`config.mk`:
```
export PLATFORM = sky130hd
export DESIGN_NAME = bx_frame_sender
export DESIGN_NICKNAME = d
export VERILOG_FILES = /design/src/rtl/bxf_pkg.sv /design/src/rtl/bxf_bx_counter.sv /design/src/rtl/bxf_hit_capture.sv /design/src/rtl/bxf_align_delay.sv /design/src/rtl/bx_frame_sender.sv
export SDC_FILE = /design/constraint.sdc
export NUM_CORES = 1
export LEC_CHECK = 0
export BUFFER_PORTS_ARGS = -buffer_cell sky130_fd_sc_hd__buf_2
export CAP_MARGIN = 20
export CORE_MARGIN = 2
export CORE_UTILIZATION = 55
export CTS_CLUSTER_DIAMETER = 50
export CTS_CLUSTER_SIZE = 28
export DETAILED_ROUTE_END_ITERATION = 16
export GPL_ROUTABILITY_DRIVEN = 0
export GPL_TIMING_DRIVEN = 0
export PLACE_DENSITY = 0.72
export SYNTH_ARGS = -nofsm -noshare
export SYNTH_HDL_FRONTEND = slang
export SYNTH_SLANG_ARGS = --single-unit
```
`constraint.sdc`:
```
create_clock -name clk -period 2.05 [get_ports clk]
set_input_delay 0.205 -clock clk [delete_from_list [all_inputs] [get_ports clk]]
set_output_delay 0.205 -clock clk [all_outputs]
set_load 0.05 [all_outputs]
```
`src/rtl/bxf_pkg.sv`:
```
package bxf_pkg;
  localparam int HIT_W  = 8;
  localparam int TAG_W  = 2;
  localparam int WALK_W = $clog2(HIT_W);

  typedef struct packed {
    logic [TAG_W-1:0] tag;
    logic [HIT_W-1:0] hits;
  } frame_t;
endpackage

```
`src/rtl/bxf_bx_counter.sv`:
```
module bxf_bx_counter #(
  parameter int BX_W = 12
) (
  input  logic                        clk,
  input  logic                        rst_n,
  input  logic                        bx_rst_i,
  output logic [bxf_pkg::TAG_W-1:0]   tag_o,
  output logic [bxf_pkg::WALK_W-1:0]  phase_o
);
  logic [BX_W-1:0] bx_q, bx_d;

  always_comb begin
    if (bx_rst_i) bx_d = '0;
    else          bx_d = bx_q + BX_W'(1);
  end

  always_ff @(posedge clk or negedge rst_n) begin
    if (!rst_n) bx_q <= '0;
    else        bx_q <= bx_d;
  end

  assign tag_o   = bx_q[bxf_pkg::TAG_W-1:0];
  assign phase_o = bx_q[bxf_pkg::WALK_W-1:0];

  p_bx_clear_r3: assert property (@(posedge clk) disable iff (!rst_n)
    bx_rst_i |=> bx_q == '0);
  p_bx_step_r3: assert property (@(posedge clk) disable iff (!rst_n)
    !bx_rst_i |=> bx_q == $past(bx_q) + BX_W'(1));
endmodule

```
`src/rtl/bxf_hit_capture.sv`:
```
module bxf_hit_capture (
  input  logic                        clk,
  input  logic                        rst_n,
  input  logic [bxf_pkg::HIT_W-1:0]   hits_i,
  input  logic                        test_mode_i,
  input  logic [bxf_pkg::TAG_W-1:0]   tag_i,
  input  logic [bxf_pkg::WALK_W-1:0]  phase_i,
  output bxf_pkg::frame_t             cap_o
);
  import bxf_pkg::*;

  logic [HIT_W-1:0] walk;
  frame_t           cap_d, cap_q;

  always_comb begin
    walk       = HIT_W'(1) << phase_i;
    cap_d.tag  = tag_i;
    cap_d.hits = test_mode_i ? walk : hits_i;
  end

  always_ff @(posedge clk or negedge rst_n) begin
    if (!rst_n) cap_q <= '0;
    else        cap_q <= cap_d;
  end

  assign cap_o = cap_q;

  p_walk_onehot_r8: assert property (@(posedge clk) disable iff (!rst_n)
    test_mode_i |=> $onehot(cap_q.hits));
  p_hits_pass_r2: assert property (@(posedge clk) disable iff (!rst_n)
    !test_mode_i |=> cap_q.hits == $past(hits_i));
endmodule

```
`src/rtl/bxf_align_delay.sv`:
```
module bxf_align_delay #(
  parameter int DLY_W = 4
) (
  input  logic             clk,
  input  logic             rst_n,
  input  logic             bx_rst_i,
  input  logic [DLY_W-1:0] dly_cfg_i,
  input  bxf_pkg::frame_t  din_i,
  output bxf_pkg::frame_t  dout_o
);
  import bxf_pkg::*;

  localparam int DEPTH = (1 << DLY_W) - 1;

  logic [DLY_W-1:0] dly_q, dly_d;
  frame_t           taps [0:DEPTH];

  always_comb begin
    if (bx_rst_i) dly_d = dly_cfg_i;
    else          dly_d = dly_q;
  end

  always_ff @(posedge clk or negedge rst_n) begin
    if (!rst_n) dly_q <= '0;
    else        dly_q <= dly_d;
  end

  assign taps[0] = din_i;

  for (genvar i = 1; i <= DEPTH; i++) begin : g_stage
    frame_t stg_q;
    always_ff @(posedge clk or negedge rst_n) begin
      if (!rst_n) stg_q <= '0;
      else        stg_q <= taps[i-1];
    end
    assign taps[i] = stg_q;
  end

  assign dout_o = taps[dly_q];

  p_dly_hold_r6: assert property (@(posedge clk) disable iff (!rst_n)
    !bx_rst_i |=> $stable(dly_q));
  p_dly_load_r6: assert property (@(posedge clk) disable iff (!rst_n)
    bx_rst_i |=> dly_q == $past(dly_cfg_i));
endmodule

```
`src/rtl/bx_frame_sender.sv`:
```
module bx_frame_sender #(
  parameter int BX_W  = 12,
  parameter int DLY_W = 4
) (
  input  logic                                     clk,
  input  logic                                     rst_n,
  input  logic                                     bx_rst_i,
  input  logic [bxf_pkg::HIT_W-1:0]                hits_i,
  input  logic [DLY_W-1:0]                         dly_cfg_i,
  input  logic                                     frame_en_i,
  input  logic                                     test_mode_i,
  output logic [bxf_pkg::TAG_W+bxf_pkg::HIT_W-1:0] frame_o,
  output logic                                     frame_vld_o
);
  import bxf_pkg::*;

  localparam int FRM_W = TAG_W + HIT_W;

  logic [TAG_W-1:0]  tag;
  logic [WALK_W-1:0] phase;
  frame_t            cap, aligned;
  logic [FRM_W-1:0]  frm_d, frm_q;
  logic              vld_d, vld_q;

  bxf_bx_counter #(.BX_W(BX_W)) u_bx (
    .clk(clk), .rst_n(rst_n), .bx_rst_i(bx_rst_i),
    .tag_o(tag), .phase_o(phase)
  );

  bxf_hit_capture u_cap (
    .clk(clk), .rst_n(rst_n), .hits_i(hits_i), .test_mode_i(test_mode_i),
    .tag_i(tag), .phase_i(phase), .cap_o(cap)
  );

  bxf_align_delay #(.DLY_W(DLY_W)) u_dly (
    .clk(clk), .rst_n(rst_n), .bx_rst_i(bx_rst_i),
    .dly_cfg_i(dly_cfg_i), .din_i(cap), .dout_o(aligned)
  );

  always_comb begin
    vld_d = frame_en_i;
    frm_d = frame_en_i ? aligned : '0;
  end

  always_ff @(posedge clk or negedge rst_n) begin
    if (!rst_n) begin
      frm_q <= '0;
      vld_q <= 1'b0;
    end else begin
      frm_q <= frm_d;
      vld_q <= vld_d;
    end
  end

  assign frame_o     = frm_q;
  assign frame_vld_o = vld_q;

  p_off_zero_r7: assert property (@(posedge clk) disable iff (!rst_n)
    !frame_en_i |=> (frame_o == '0) && !frame_vld_o);
  p_every_cycle_r1: assert property (@(posedge clk) disable iff (!rst_n)
    frame_en_i |=> frame_vld_o);
  a_reset_r9: assert final (rst_n || (frame_o == '0 && !frame_vld_o));
endmodule

```
# Word-level counts from Yosys, hierarchy flattened
# Index checks and enable logic that the tools add are counted.
# W data, S select, Z words.
dict set report word_totals {
  inputBits 17
  ff_bits 187
  wordCells 46
  out_inout_bits 11
}
dict set report classes {
  n_lt_le_gt_ge 1
  n_shift 1
  n_mux 6
  n_bitwise 1
  n_addsub 1
}
# cell n
set op_table {}
lappend op_table {{$bmux W10 S4} 1}
lappend op_table {{$mux W10} 3}
lappend op_table {{$add A12 B1 Y12 const B} 1}
lappend op_table {{$mux W12} 1}
lappend op_table {{$mux W8} 1}
lappend op_table {{$shl A1 B3 Y8 const A} 1}
lappend op_table {{$ge A5 B5 Y1 const B} 1}
lappend op_table {{$not A4 Y5} 1}

# Logic depth before layout (Yosys ltp)
dict set report depth {
  depth_word 5
  depth_mapped 7
}

# Cells and area by module
# A second synthesis with hierarchy kept.
dict set report hier_totals {
  hier_cells 310
  hier_area_um2 5999.5
}
# module area_each_um2 cells_each n_inst
set by_module_without_submodules {}
lappend by_module_without_submodules {bxf_align_delay 5143.7 245 1}
lappend by_module_without_submodules {bxf_hit_capture 392.9 34 1}
lappend by_module_without_submodules {bx_frame_sender 337.8 21 1}
lappend by_module_without_submodules {bxf_bx_counter 125.1 10 1}

# Worst setup path before layout
# Ideal clock, no wire load.
dict set report synth_path {
  kind {reg-to-reg}
  start {reg u_dly.dly_q[0]}
  end {reg frm_q[7], in the netlist frame_o[7]}
  path_stages_with_launch 6
  synth_period_minus_slack_ns 1.452
  n_path_buf 2
  setup_slack_ns 0.598
  required_ns 1.918
  t_arrival_ns 1.320
  path_cell_list {dfrtp_1 > buf_6 > buf_12 > mux4_2 > o211ai_2 > o31ai_1}
}
dict set report synth_between {
  elab_chain_cells 5
}
# item line
set synth_lines {}
lappend synth_lines {{start, declared} bxf_align_delay.sv:15} ;# logic [DLY_W-1:0] dly_q, dly_d;
lappend synth_lines {{start signal, assigned} bxf_align_delay.sv:25} ;# else dly_q <= dly_d;
lappend synth_lines {{$not A4 Y5 (not written as such)} bxf_align_delay.sv:39} ;# assign dout_o = taps[dly_q];
lappend synth_lines {{$bmux W10 S4} bxf_align_delay.sv:39}
lappend synth_lines {{$mux W10 (not written as such) (2 in series)} bxf_align_delay.sv:39}
lappend synth_lines {{$mux W10} bx_frame_sender.sv:42} ;# frm_d = frame_en_i ? aligned : '0;
lappend synth_lines {{named net frm_d[7]} bx_frame_sender.sv:22} ;# logic [FRM_W-1:0] frm_d, frm_q;
lappend synth_lines {{end signal, assigned} bx_frame_sender.sv:50} ;# frm_q <= frm_d;
lappend synth_lines {{end, declared} bx_frame_sender.sv:22}
# The timed path passes the listed nets, and every way through them passes these cells. The select of a mux whose other input is x is not followed.
# A chain may end at the register's enable or synchronous reset.

# Worst setup path after layout
dict set report layout_path {
  start {reg u_dly.dly_q[1]}
  end {reg frm_q[7], in the netlist frame_o[7]}
}
# The elaborated chain is that of the path after synthesis.

==> metrics <==
Worst EP arrival=approximately 2.2 ns; Slew HR=between 50% and 60%; antenna violation net count after detailed routing=0; Place WS=roughly 0.041 ns; maxcap violations=0; pin slew with the least headroom to its limit=approximately 0.63 ns; Seq/Total Area, Yosys=72.4%; Cell Area, Synth=roughly 0.006 mm²; Layout area overhead=18.0%; vias in the first global route=around 3,400; CP endpoint kind=register; Synth Register Bits=roughly 180; Peak VDD IR=approximately 0.66 mV; Detailed Route WL=~11,000 µm; # DRC=0; outcome=finished, final reports clean; die area=0.0120 mm²; Total Power=8170 µW; Initial Utilization=56.5%; WL/cell=around 19 µm; Mapped Nets=just under 400; Non-Filler Instances=around 590; skew final=around 0.0084 ns; DR iter-0 viols=between 200 and 250; CP Data Required Time=2.45 ns; largest net degree at the start of global routing=133; Antenna diodes=0; worst setup path class=register to register; Die Width=about 110 µm; # fillers=741; Seq. cell area=0.00445 mm²; Die H=about 110 µm; post-route cell area=0.00726 mm²; Fmax=~560 MHz; first-pass GRT wire length=18,100 µm; layout cell share with drive strength beyond 1=between 20% and 30%; grt total ovfl=0; setup TNS=0 ns; Internal=slightly above 6000 µW; combinational fraction of design power=10.6%; Yosys Warn Count=0; Cell Area, Placed=roughly 0.0065 mm²; Worst-Skew Late Latency=~0.54 ns; port bufs=26; GRT Overall Usage=between 20% and 30%; DR pass1 iterations=4; Tightest Hold Check Type=input pin to register; Root Driver=clkbuf_8; switch share=between 20% and 30%; min Tclk post-route=between 1.5 and 2 ns; crit path max fanout=10; unique cell type count in the Yosys netlist=25; setup bufs post-CTS=0; Flop pwr share=48.3%; setup violators final=0; Startpoint Class=register; final setup margin=around 0.25 ns; CTS Buf Count=17; clock power share=41.1%; Core ar.=about 0.011 mm²; clock tree buffer depth=2; Max H-tree Level=4; io pins=28; clk sinks=178; CTS clock-pin slew for the worst setup and hold paths=0.07 ns; vias=around 3,200; Psw=around 2000 µW; Max Slew Vio Count=0; P_leak=about 0.0035 µW; RSZ-0062 raised after global routing=false; fin nets=between 400 and 500; initial antenna violation count=0; row count=38; final hold violations=0; dpl cells=around 540; Post-Syn Area per Cell=approximately 16 µm²; footprint of the multi-input gates=0.00152 mm²; DP HPWL=around 6800 µm; CTS tree=built; Power Density=between 1000 and 1500 mW/mm²; Synth Instances=approximately 380; vias per cell=between 5 and 6; Final period util=between 80 and 90%
[Yosys cell counts]
library cell  number  area, µm²
dfrtp_1          178       4450
mux2i_1           60        601
a22oi_1           26        195
nand2_1           13       48.8
nand3_1           11       55.1
mux4_2            10        225
inv_1              8       30.0
nor2b_1            8       50.1
buf_2              6       30.0
buf_6              6       67.6
ha_1               6       75.1
mux2_2             6       67.6
o21ai_1            6       30.0
clkbuf_1           5       18.8
o21ai_0            5       25.0
nand2b_1           4       25.0
o211ai_2           4       50.1
nor2_1             3       11.3
a21oi_1            2       10.0
a22o_1             2       17.5
o31ai_1            2       15.0
a31o_2             1       8.76
and2_1             1       6.26
buf_12             1       20.0
buf_8              1       15.0
[worst max-delay path, cell delays in order (launching register included)]
cell and delay (ns):
dfrtp_1 0.45, nor2b_1 0.16, clkbuf_1 0.30, buf_2 0.38, a22oi_1 0.16, o211ai_2 0.11, o31ai_1 0.10
[cell type report]
cell class	instances	area share [%]
Sequential cell	178	61.3
Multi-Input combinational cell	170	20.9
Clock buffer	20	6.13
Timing Repair Buffer	41	4.24
Clock inverter	12	2.46
Tap cell	140	2.41
Buffer	19	2.10
Inverter	8	0.414
[flip-flops by register name, indices dropped and copies added, names as in the netlist]
name	cells
u_dly.g_stage.stg_q	150
frame_o	10
u_cap.cap_o	10
u_dly.dly_q	4
u_bx.bx_q	3
frame_vld_o	1
[power groups by stage]
stage | Clock (µW) | Sequential, µW | Combinational (µW)
after floorplan | 0 | 4080 | 479
after global placement | 0 | 3990 | 833
after detailed placement | 0 | 4010 | 852
after CTS | 3410 | 3950 | 881
after global routing | 3570 | 3980 | 951
final | 3360 | 3950 | 869
[metrics by stage]
step	util [%]	hold slack, ns
after floorplan	-	-0.0906
after global placement	59.3	0.335
after detailed placement	59.7	0.123
after CTS	66.7	0.00500
after global routing	66.7	0.0286
final	66.7	0.0238
[routing by layer]
metal / up-vias / part of all wire [%] / wire (µm) / GRT usage (%)
met5: - / 0 / 0 / 0
met4: 0 / 2.4 / 265 / 9.76
met3: 23 / 4.8 / 527 / 6.11
met2: 81 / 46 / 5100 / 31.1
met1: 1670 / 47 / 5140 / 30.1
li1: 1448 / - / - / -
[final timing paths]
kind | start | end | slack [ns] | cells after the start
min | hits_i[2] | u_cap.cap_o[2] | 0.02 | 3
min reg2reg | u_dly.g_stage[14].stg_q[8] | u_dly.g_stage[15].stg_q[8] | 0.37 | 0
max in group asynchronous | rst_n | u_dly.g_stage[1].stg_q[0] | 0.98 | 3
max reg2reg | u_dly.dly_q[1] | frame_o[7] | 0.25 | 6
max | u_dly.dly_q[1] | frame_o[7] | 0.25 | 6
min in group asynchronous | rst_n | frame_o[5] | 0.15 | 2
[cell families (layout without fill, tap and decap cells)]
group / count (synthesis) / in the layout / synth area share (%)
buffers and inverters: 27 / 100 / 2.95
muxes: 76 / 76 / 14.5
and+or+nand+nor: 40 / 40 / 3.19
adders and majority gates: 6 / 6 / 1.22
DFF: 178 / 178 / 72.4
AOI/OAI and AO/OA: 48 / 48 / 5.71
[layout by cell type, fill, tap and decap left out, types with 2 or more instances in the layout]
cell type and instances:
mux2i_1 60, buf_8 2, o21ai_1 6, inv_1 8, o21ai_0 5, nor2b_1 8, o31ai_1 2, ha_1 6
nand2_1 13, a22oi_1 26, clkbuf_8 3, a22o_1 2, clkbuf_1 5, buf_6 6, nand3_1 11, nor2_1 3
clkbuf_16 16, inv_6 2, buf_2 31, o211ai_2 4, dfrtp_1 178, clkinv_2 2, mux2_2 6, dlygate4sd3_1 14
clkinvlp_4 3, a21oi_1 2, bufinv_16 4, mux4_2 10, nand2b_1 4
[timing repair]
action                     CTS  global route
hold buffers                14             0
setup endpoints to repair    0             8
hold endpoints to repair    58             0
gates resized for setup      0             2
(Power assumes the default switching activity.)
